[config.mk]
export PLATFORM = sky130hd
export DESIGN_NAME = vec_mask_extract
export DESIGN_NICKNAME = d
export VERILOG_FILES = /design/src/rtl/vmx_mask_pkg.sv /design/src/rtl/vmx_decode.sv /design/src/rtl/vmx_mask_gather.sv /design/src/rtl/vmx_result_reg.sv /design/src/rtl/vec_mask_extract.sv
export SDC_FILE = /design/constraint.sdc
export NUM_CORES = 1
export LEC_CHECK = 0
export CORE_AREA = 2 2 94 96
export DETAILED_ROUTE_END_ITERATION = 8
export DIE_AREA = 0 0 96 98
export DONT_BUFFER_PORTS = 1
export GPL_TIMING_DRIVEN = 0
export MAX_ROUTING_LAYER = met4
export SLEW_MARGIN = 20
export SYNTH_ARGS = -nofsm -noshare
export SYNTH_HDL_FRONTEND = slang
export SYNTH_SLANG_ARGS = --single-unit
[constraint.sdc]
create_clock -name clk -period 0.8 [get_ports clk]
set_input_delay 0.08 -clock clk [delete_from_list [all_inputs] [get_ports clk]]
set_output_delay 0.08 -clock clk [all_outputs]
set_load 0.02 [all_outputs]
[src/rtl/vmx_mask_pkg.sv]
package vmx_mask_pkg;
  localparam int unsigned INSN_W    = 32;
  localparam int unsigned REG_W     = 5;
  localparam int unsigned NUM_SIZES = 5;
  localparam int unsigned SIZE_W    = 3;
  localparam int unsigned ELEM_MIN  = 8;

  localparam logic [5:0]  MAJOR_OP = 6'b000100;
  localparam logic [10:0] EXT_OP   = 11'b11001000010;
  localparam logic [1:0]  SEL_HI   = 2'b01;

  typedef enum logic [SIZE_W-1:0] {
    SZ_BYTE  = 3'd0,
    SZ_HALF  = 3'd1,
    SZ_WORD  = 3'd2,
    SZ_DWORD = 3'd3,
    SZ_QUAD  = 3'd4
  } elem_size_e;

  typedef struct packed {
    logic             legal;
    elem_size_e       size;
    logic [REG_W-1:0] dst;
    logic [REG_W-1:0] src;
  } dec_info_t;
endpackage

[src/rtl/vmx_decode.sv]
module vmx_decode
  import vmx_mask_pkg::*;
(
  input  logic [INSN_W-1:0] insn,
  output dec_info_t         info
);
  logic [5:0]       major;
  logic [10:0]      ext;
  logic [REG_W-1:0] sel;
  logic             outer_ok;
  logic             sel_ok;

  always_comb begin
    major    = insn[31:26];
    ext      = insn[10:0];
    sel      = insn[20:16];
    outer_ok = (major == MAJOR_OP) && (ext == EXT_OP);
    sel_ok   = (sel[4:3] == SEL_HI) && (sel[2:0] < SIZE_W'(NUM_SIZES));
    info.legal = outer_ok && sel_ok;
    info.size  = elem_size_e'(sel[2:0]);
    info.dst   = insn[25:21];
    info.src   = insn[15:11];
  end
endmodule

[src/rtl/vmx_mask_gather.sv]
module vmx_mask_gather
  import vmx_mask_pkg::*;
#(
  parameter int unsigned VEC_W = 128,
  parameter int unsigned RES_W = 64
)(
  input  logic [VEC_W-1:0] src_vec,
  input  elem_size_e       size,
  output logic [RES_W-1:0] mask
);
  logic [NUM_SIZES-1:0][RES_W-1:0] cand;
  logic unused_lanes;

  assign unused_lanes = ^src_vec;

  for (genvar g = 0; g < NUM_SIZES; g++) begin : g_size
    localparam int unsigned ELEM_L = ELEM_MIN << g;
    localparam int unsigned ELEM_N = VEC_W / ELEM_L;
    for (genvar j = 0; j < ELEM_N; j++) begin : g_bit
      assign cand[g][j] = src_vec[(j+1)*ELEM_L-1];
    end
    if (ELEM_N < RES_W) begin : g_pad
      assign cand[g][RES_W-1:ELEM_N] = '0;
    end
  end

  always_comb begin
    mask = '0;
    if (int'(size) < NUM_SIZES) begin
      mask = cand[size];
    end
  end
endmodule

[src/rtl/vmx_result_reg.sv]
module vmx_result_reg
  import vmx_mask_pkg::*;
#(
  parameter int unsigned RES_W = 64
)(
  input  logic             clk,
  input  logic             rst_n,
  input  logic             in_valid,
  input  logic             in_legal,
  input  logic [RES_W-1:0] in_mask,
  input  logic [REG_W-1:0] in_dst,
  input  logic [REG_W-1:0] in_src,
  output logic             out_valid,
  output logic             out_illegal,
  output logic [RES_W-1:0] out_mask,
  output logic [REG_W-1:0] out_dst,
  output logic [REG_W-1:0] out_src
);
  logic             valid_d;
  logic             illegal_d;
  logic             load_en;
  logic [RES_W-1:0] mask_q;
  logic [REG_W-1:0] dst_q;
  logic [REG_W-1:0] src_q;
  logic             valid_q;
  logic             illegal_q;

  always_comb begin
    valid_d   = in_valid && in_legal;
    illegal_d = in_valid && !in_legal;
    load_en   = valid_d;
  end

  always_ff @(posedge clk or negedge rst_n) begin
    if (!rst_n) begin
      valid_q   <= 1'b0;
      illegal_q <= 1'b0;
    end else begin
      valid_q   <= valid_d;
      illegal_q <= illegal_d;
    end
  end

  always_ff @(posedge clk) begin
    if (load_en) begin
      mask_q <= in_mask;
      dst_q  <= in_dst;
      src_q  <= in_src;
    end
  end

  assign out_valid   = valid_q;
  assign out_illegal = illegal_q;
  assign out_mask    = mask_q;
  assign out_dst     = dst_q;
  assign out_src     = src_q;
endmodule

[src/rtl/vec_mask_extract.sv]
module vec_mask_extract
  import vmx_mask_pkg::*;
#(
  parameter int unsigned VEC_W = 128,
  parameter int unsigned RES_W = 64
)(
  input  logic               clk,
  input  logic               rst_n,
  input  logic               insn_valid,
  input  logic [31:0]        insn,
  input  logic [VEC_W-1:0]   src_vec,
  output logic               res_valid,
  output logic [RES_W-1:0]   res_data,
  output logic [4:0]         res_dst,
  output logic [4:0]         res_src,
  output logic               illegal
);
  dec_info_t        dec;
  logic [RES_W-1:0] mask;

  vmx_decode u_dec (
    .insn (insn),
    .info (dec)
  );

  vmx_mask_gather #(.VEC_W(VEC_W), .RES_W(RES_W)) u_gather (
    .src_vec (src_vec),
    .size    (dec.size),
    .mask    (mask)
  );

  vmx_result_reg #(.RES_W(RES_W)) u_reg (
    .clk         (clk),
    .rst_n       (rst_n),
    .in_valid    (insn_valid),
    .in_legal    (dec.legal),
    .in_mask     (mask),
    .in_dst      (dec.dst),
    .in_src      (dec.src),
    .out_valid   (res_valid),
    .out_illegal (illegal),
    .out_mask    (res_data),
    .out_dst     (res_dst),
    .out_src     (res_src)
  );
endmodule

=== Yosys cells after proc, flatten, opt, wreduce, memory -nomap -nowiden ===
Cells that the tools add are included.
W data, S select, Z words.

* Register bits after elaboration: 76
* Bits in latches: 0
* Memory bits (writable): 0
* Memory bits (read-only): 0
* Input port bits: 163
* Output and inout bits: 76
* Word-level logic and storage cells: 19
* Memories: 0

* Add/sub/neg operators: 0
* $mul: 0
* Div/mod/pow operators: 0
* $lt $le $gt $ge: 3
* Eq/ne operators: 3
* Shift-type cells: 0
* Mux-type cells: 2
* Bitwise logic cells: 0
* Reduce and logical (&&, ||, !) cells: 6

{| class="wikitable"
|+ Operators with widths
! operator !! count
|-
| $bmux W64 S3 || 1
|-
| $mux W64 || 1
|-
| $eq A11 B11 Y1 const B || 1
|-
| $eq A6 B3 Y1 const B || 1
|-
| $lt A3 B3 Y1 const B || 2
|-
| $logic_and A1 B1 Y1 || 5
|-
| $lt A3 B4 Y1 const B || 1
|-
| $eq A2 B1 Y1 const B || 1
|-
| $logic_not A1 Y1 || 1
|}

=== Logic depth before layout (Yosys ltp) ===
Gate-level depths: netlist of run 1.

* Word-level depth: 5
* Mapped depth: 4
* Gate-level depth less buffers: 3

=== Modules after synthesis ===
A second synthesis of run 1 with hierarchy kept.

* Cells, all modules: 186
* Area total of the unflattened synthesis: 3,108.0 um2

{| class="wikitable"
|+ By module, submodules not included
! module !! times used !! cells an instance !! area each (um2) !! seq. area each (um2)
|-
| vmx_result_reg || 1 || 78 || 2,288.4 || 2,272.2
|-
| vmx_mask_gather || 1 || 86 || 648.1 || 0.0
|-
| vmx_decode || 1 || 22 || 171.4 || 0.0
|}

=== Worst setup path after synthesis of run 1 ===
No wires, ideal clock.

* Path kind: input to register
* Start point: input port insn[31]
* End point: register u_reg.dst_q[0], in the netlist u_reg.out_dst[0] (enable)
* Setup time: 385 ps
* Arrival time: 1,291 ps
* Data required time: 415 ps
* Path slack: -877 ps
* Stages on the path: 3
* Buffers on the path: 0
* Cell sequence: nor4b_1 > and4_1 > and4_1

* Longest elaborated chain between the ends: 4

{| class="wikitable"
|+ RTL lines
! item !! RTL line !! text
|-
| start, declared || vec_mask_extract.sv:10 || <nowiki>input logic [31:0] insn,</nowiki>
|-
| $eq A6 B3 Y1 || vmx_decode.sv:17 || <nowiki>outer_ok = (major == MAJOR_OP) && (ext == EXT_OP);</nowiki>
|-
| $logic_and A1 B1 Y1 || vmx_decode.sv:17 ||
|-
| $logic_and A1 B1 Y1 || vmx_decode.sv:19 || <nowiki>info.legal = outer_ok && sel_ok;</nowiki>
|-
| $logic_and A1 B1 Y1 || vmx_result_reg.sv:29 || <nowiki>valid_d = in_valid && in_legal;</nowiki>
|-
| net u_reg.load_en || vmx_result_reg.sv:21 || <nowiki>logic load_en;</nowiki>
|-
| end signal, assigned || vmx_result_reg.sv:47 || <nowiki>dst_q <= in_dst;</nowiki>
|-
| end, declared || vmx_result_reg.sv:23 || <nowiki>logic [REG_W-1:0] dst_q;</nowiki>
|}

The timed path passes the listed nets, and every way through them passes these cells.
A chain may end at the register's enable or synchronous reset.

=== Worst setup path after layout of run 1 ===
* Start point: input port insn[31]
* End point: register u_reg.src_q[4], in the netlist u_reg.out_src[4] (enable)

* Longest elaborated chain between the ends: 4

{| class="wikitable"
|+ RTL lines
! item !! RTL line !! text
|-
| $eq A6 B3 Y1 || vmx_decode.sv:17 ||
|-
| $logic_and A1 B1 Y1 || vmx_decode.sv:17 ||
|-
| $logic_and A1 B1 Y1 || vmx_decode.sv:19 ||
|-
| $logic_and A1 B1 Y1 || vmx_result_reg.sv:29 ||
|-
| net u_reg.load_en || vmx_result_reg.sv:21 ||
|-
| end signal, assigned || vmx_result_reg.sv:48 || <nowiki>src_q <= in_src;</nowiki>
|-
| end, declared || vmx_result_reg.sv:24 || <nowiki>logic [REG_W-1:0] src_q;</nowiki>
|}

The timed path passes the listed nets, and every way through them passes these cells.

==> summary.md, run 1 <==
| Metric | Value |
|---|---|
| Status | `finished with violations` |
| Failing checks | `negative setup slack` |
| Largest net degree at the start of global routing | `16` |
| Worst setup margin | `-143 ps` |
| RSZ-0062 raised after global routing | `yes` |
| FP Rows | `34` |
| Port bufs | `0` |
| Post-synth EDFFs | `26` |
| Die W | `96 um` |
| Share of layout cells above drive strength 1 | `about a third` |
| Ys flop type | `edfxtp_1` |
| Number of global-route vias before repair | `897` |
| Seq/Total Area, Yosys | `53.9%` |
| Via/cell ratio | `approximately 3.3` |
| Dpl cells | `about 280` |
| Drt total wl | `about 3.5 mm` |
| First-pass GRT wire length | `roughly 4.6 mm` |
| YS warnings | `0` |
| Sink Count | `28` |
| Post-synth top area cell | `edfxtp_1` |
| Leakage | `~0.9 nW` |
| Max-Cap Viols | `0` |
| Minimum clock period | `around 940 ps` |
| Top Ports | `around 240` |
| Synthesized area | `approximately 1500 sq um` |
| Data required time of the worst path | `just under 800 ps` |
| Syn Area/Cell | `around 12 sq um` |
| Final net count | `~360` |
| Yosys cell types | `30` |
| F_max | `approximately 1100 MHz` |
| Clock transition at the registers of the reported paths | `around 90 ps` |
| Core area | `between 8000 and 9000 sq um` |
| CTS buffer count | `3` |
| Final hold violations | `0` |
| GPL Wtd Cong | `0.648` |
| Crit. End Element | `register` |
| Startpoint types | `input pin` |
| CTS Buffer Depth | `2` |
| Maximum vdd drop | `503 uV` |
| PnR Total Power | `roughly 2.9 mW` |
| DP HPWL | `about 2.4 mm` |
| Ant diodes | `0` |
| Asr flop ratio synth | `7.14%` |
| CTS tree | `yes` |
| # DRC | `0` |
| DRT iter0 DRCs | `11` |
| ANT nets after route | `0` |
| Initial core utilization | `between 10% and 20%` |
| Setup Crit Path Kind | `in -> reg` |
| Gr ovfl total | `0` |
| Final setup viols | `53` |
| Seq cells post-synth | `28` |
| Worst-path fanout max | `7` |
| Class of the worst hold path | `in -> reg` |
| Tcrit/Tclk final | `118%` |
| Cell count after synthesis | `approximately 120` |
| Die area | `about 9400 sq um` |
| CP arrival | `about 920 ps` |
| Synth area leaders | `edfxtp_1 (51%), buf_4 (23%), mux2i_1 (3.9%)` |
| Non-Filler Instances | `about 300` |
| Most frequent cells in the layout | `buf_4 (48), conb_1 (48), edfxtp_1 (26)` |
| Die Span Y | `roughly 100 um` |
| GRT Total Usage | `about 6.6%` |
| Slew Limit Fails | `0` |
| Via Count | `approximately 1000` |
| TNS Setup | `-4380 ps` |
| H-tree depth | `1` |
| Pre-antenna DRT Iters | `4` |
| Pwr dens | `around 1400 nW/um^2` |
| Yosys top cell area share | `between 50 and 60%` |
| Initial antenna violation count | `0` |
| Syn-to-layout area delta | `40.4%` |
| Root buffer cell | `clkbuf_8` |
| Post-DR wirelength/cell | `about 12 um` |
==> cell usage after synthesis (2+ instances only) <==
| cell type | number |
|---|---|
| buf_6 | 2 |
| nor2_1 | 3 |
| and4_1 | 2 |
| buf_4 | 48 |
| mux2i_1 | 6 |
| nor3_1 | 4 |
| and2_1 | 8 |
| dfrtp_1 | 2 |
| nand2_1 | 2 |
| edfxtp_1 | 26 |
| nor4b_1 | 2 |
==> routing by layer <==
layer | vias to the layer above | global-route usage [%] | part of all wire (%)
met2 | 98 | 12.8 | 50
met3 | 2 | 2.62 | 18
met1 | 413 | 5.58 | 32
met5 | - | - | 0
met4 | 0 | 1.65 | 0.34
li1 | 485 | - | -
==> sequential cells by signal (all words and copies together), names as in the netlist <==
name and flops:
u_reg.out_valid 1, u_reg.out_src 5, u_reg.out_mask 16, u_reg.out_illegal 1, u_reg.out_dst 5
==> cell families after synthesis <==
group	Yosys count	synth area share [%]
muxes	7	4.63
buffers and inverters	52	25.4
AOI/OAI and AO/OA	8	3.82
other	1	0.243
DFF	28	53.9
and+or+nand+nor	28	12.0
==> where the power goes <==
part           leakage, nW  switching (mW)  internal [mW]
combinational        0.667           0.309          0.294
sequential           0.233         0.00440           1.60
clock               0.0228           0.388          0.356
total                0.922           0.702           2.25
==> through the flow <==
stage               hold WS [ps]  setup slack [ps]  util [%]  area [sq um]
floorplan                   -216              -452         -          1740
global placement            -216              -550      22.2          1880
detailed placement          -216              -573      22.2          1880
CTS                         3.68              -152      25.3          2140
global route               0.208              -163      25.6          2160
finish                      6.92              -143      25.6          2160
==> layout make-up <==
| class | instances | area (sq um) |
|---|---|---|
| multi-input combinational | 94 | 602 |
| fill | 865 | 6300 |
| tap | 108 | 135 |
| inverter | 1 | 3.75 |
| buffer | 51 | 397 |
| sequential | 28 | 831 |
| clock buffer | 4 | 45.0 |
| timing repair buffer | 15 | 151 |
==> repair_timing <==
item	CTS	global route
gates cloned	3	0
endpoints found under the setup margin	54	55
hold buffers	12	2
buffers inserted	1	0
pin swaps	5	1
resized for setup	13	0
hold endpoints to repair	13	2
==> critical path: stages <==
cell and delay, ps:
nor4b_4 240, and4_4 300, and4_4 300
==> final timing paths <==
path	startpoint	depth (start not counted)	to
min in group asynchronous	rst_n	1	u_reg.out_illegal
max in group asynchronous	rst_n	1	u_reg.out_valid
worst min-delay path	src_vec[87]	1	u_reg.out_mask[10]
worst max-delay path	insn[31]	3	u_reg.out_src[4]
Note: power is estimated with default switching activity, not from simulation.
==> inputs of run 2 (changes only) <==
Settings changed: PLACE_DENSITY_LB_ADDON from default to 0.05.
==> run 2 against run 1 <==
  * The run still ends with negative setup slack left
  * Combinational power up 3%
  * Wire length is 18% higher
  * Utilization increased by 0.35 points
  * Non-clock buffer count grew 3
==> summary.md, run 2 (synthesis results as in run 1) <==
| Metric | Value |
|---|---|
| Max-Cap Viols | `0` |
| Tcrit/Tclk final | `122%` |
| Dpl cells | `279` |
| Minimum clock period | `974 ps` |
| Filler cells | `930` |
| Most frequent cells in the layout | `buf_4 (48), conb_1 (48), edfxtp_1 (26)` |
| Gr ovfl total | `0` |
| Syn-to-layout area delta | `42.4%` |
| Post-DR wirelength/cell | `around 14 um` |
| CTS tree | `yes` |
| Die Span Y | `roughly 100 um` |
| Failing checks | `negative setup slack` |
| Top Ports | `between 200 and 250` |
| Worst-path fanout max | `7` |
| Worst setup startpoint | `insn[4]` |
| Slew Limit Fails | `0` |
| Via Count | `about 1000` |
| # DRC | `0` |
| Status | `finished with violations` |
| GRT Total Usage | `around 9%` |
| Share of layout cells above drive strength 1 | `34.7%` |
| CTS Buffer Depth | `2` |
| Die area | `~9400 sq um` |
| Root buffer cell | `clkbuf_8` |
| Ant diodes | `0` |
| ANT nets after route | `0` |
| CTS buffer count | `3` |
| Post-route design area | `2190 sq um` |
| Leakage | `0.935 nW` |
| Data required time of the worst path | `780 ps` |
| Final design utilization | `approximately a quarter` |
| Initial antenna violation count | `0` |
| Core area | `8470 sq um` |
| Final hold violations | `0` |
| Worst setup margin | `-174 ps` |
| Setup Crit Path Kind | `in -> reg` |
| Crit. End Element | `register` |
| Final net count | `between 300 and 400` |
| Sink Count | `28` |
| Post-DP Area | `1880 sq um` |
| First-pass GRT wire length | `~5.9 mm` |
| Maximum vdd drop | `~420 uV` |
| Drt total wl | `4.15 mm` |
| HP Start | `src_vec[103]` |
| FP Rows | `34` |
| Largest register FFs | `16` |
| Startpoint types | `input pin` |
| Pwr dens | `1370 nW/um^2` |
| Port bufs | `0` |
| TNS Setup | `-5440 ps` |
| WHS | `3.64 ps` |
| Final setup viols | `54` |
| Initial core utilization | `a little under a fifth` |
| Number of global-route vias before repair | `1059` |
| Class of the worst hold path | `in -> reg` |
| DP HPWL | `~2.9 mm` |
| RSZ-0062 raised after global routing | `yes` |
| DRT iter0 DRCs | `12` |
| Die W | `96 um` |
| Non-Filler Instances | `between 300 and 400` |
| F_max | `between 1000 and 1500 MHz` |
| H-tree depth | `1` |
| Via/cell ratio | `between 3 and 4` |
| CP arrival | `between 900 and 1000 ps` |
| Clock transition at the registers of the reported paths | `around 100 ps` |
| GPL Wtd Cong | `approximately 0.64` |
| Pre-antenna DRT Iters | `4` |
| Largest net degree at the start of global routing | `16` |
run 2: layer usage:
| metal | vias up | GRT usage (%) | routed length (um) |
|---|---|---|---|
| met5 | - | - | 0 |
| met4 | 0 | 2.31 | 17 |
| met3 | 2 | 2.70 | 430 |
| met2 | 71 | 15.3 | 2140 |
| met1 | 451 | 9.46 | 1560 |
| li1 | 491 | - | - |
run 2: area by class of cell:
type	instances	area [sq um]	share of cell area (%)
Sequential cell	28	831	37.9
Multi-Input combinational cell	94	602	27.4
Buffer	51	397	18.1
Timing Repair Buffer	18	181	8.27
Tap cell	108	135	6.16
Clock buffer	4	45.0	2.05
Inverter	1	3.75	0.171
run 2: through the flow:
step / worst slack (ps) / power [mW]
floorplan: -452 / 2.13
CTS: -162 / 3.04
detailed placement: -640 / 2.16
global placement: -596 / 2.16
global route: -199 / 3.16
finish: -174 / 3.01
run 2: report_power, final:
| part | internal (mW) | leakage (nW) | switching [mW] |
|---|---|---|---|
| sequential | 1.60 | 0.233 | 0.00442 |
| combinational | 0.304 | 0.680 | 0.317 |
| clock | 0.357 | 0.0228 | 0.432 |
| total | 2.26 | 0.935 | 0.753 |
run 2: worst paths after layout:
path                       cells past startpoint            endpoint
max                                            3   u_reg.out_mask[5]
min                                            1  u_reg.out_mask[12]
max in group asynchronous                      1   u_reg.out_illegal
min in group asynchronous                      1     u_reg.out_valid
run 2: worst max-delay path, stage by stage:
cell and delay, ps:
nor4_4 250, and4_4 310, and4_4 310
run 2: repair_timing:
item                                   4_1_cts  5_1_grt
endpoints found under the hold margin       16        2
setup buffers                                1        0
hold buffers                                15        2
cloned                                       3        0
resized for setup                           14        0
pin swaps                                    5        2
setup endpoints to repair                   55       55
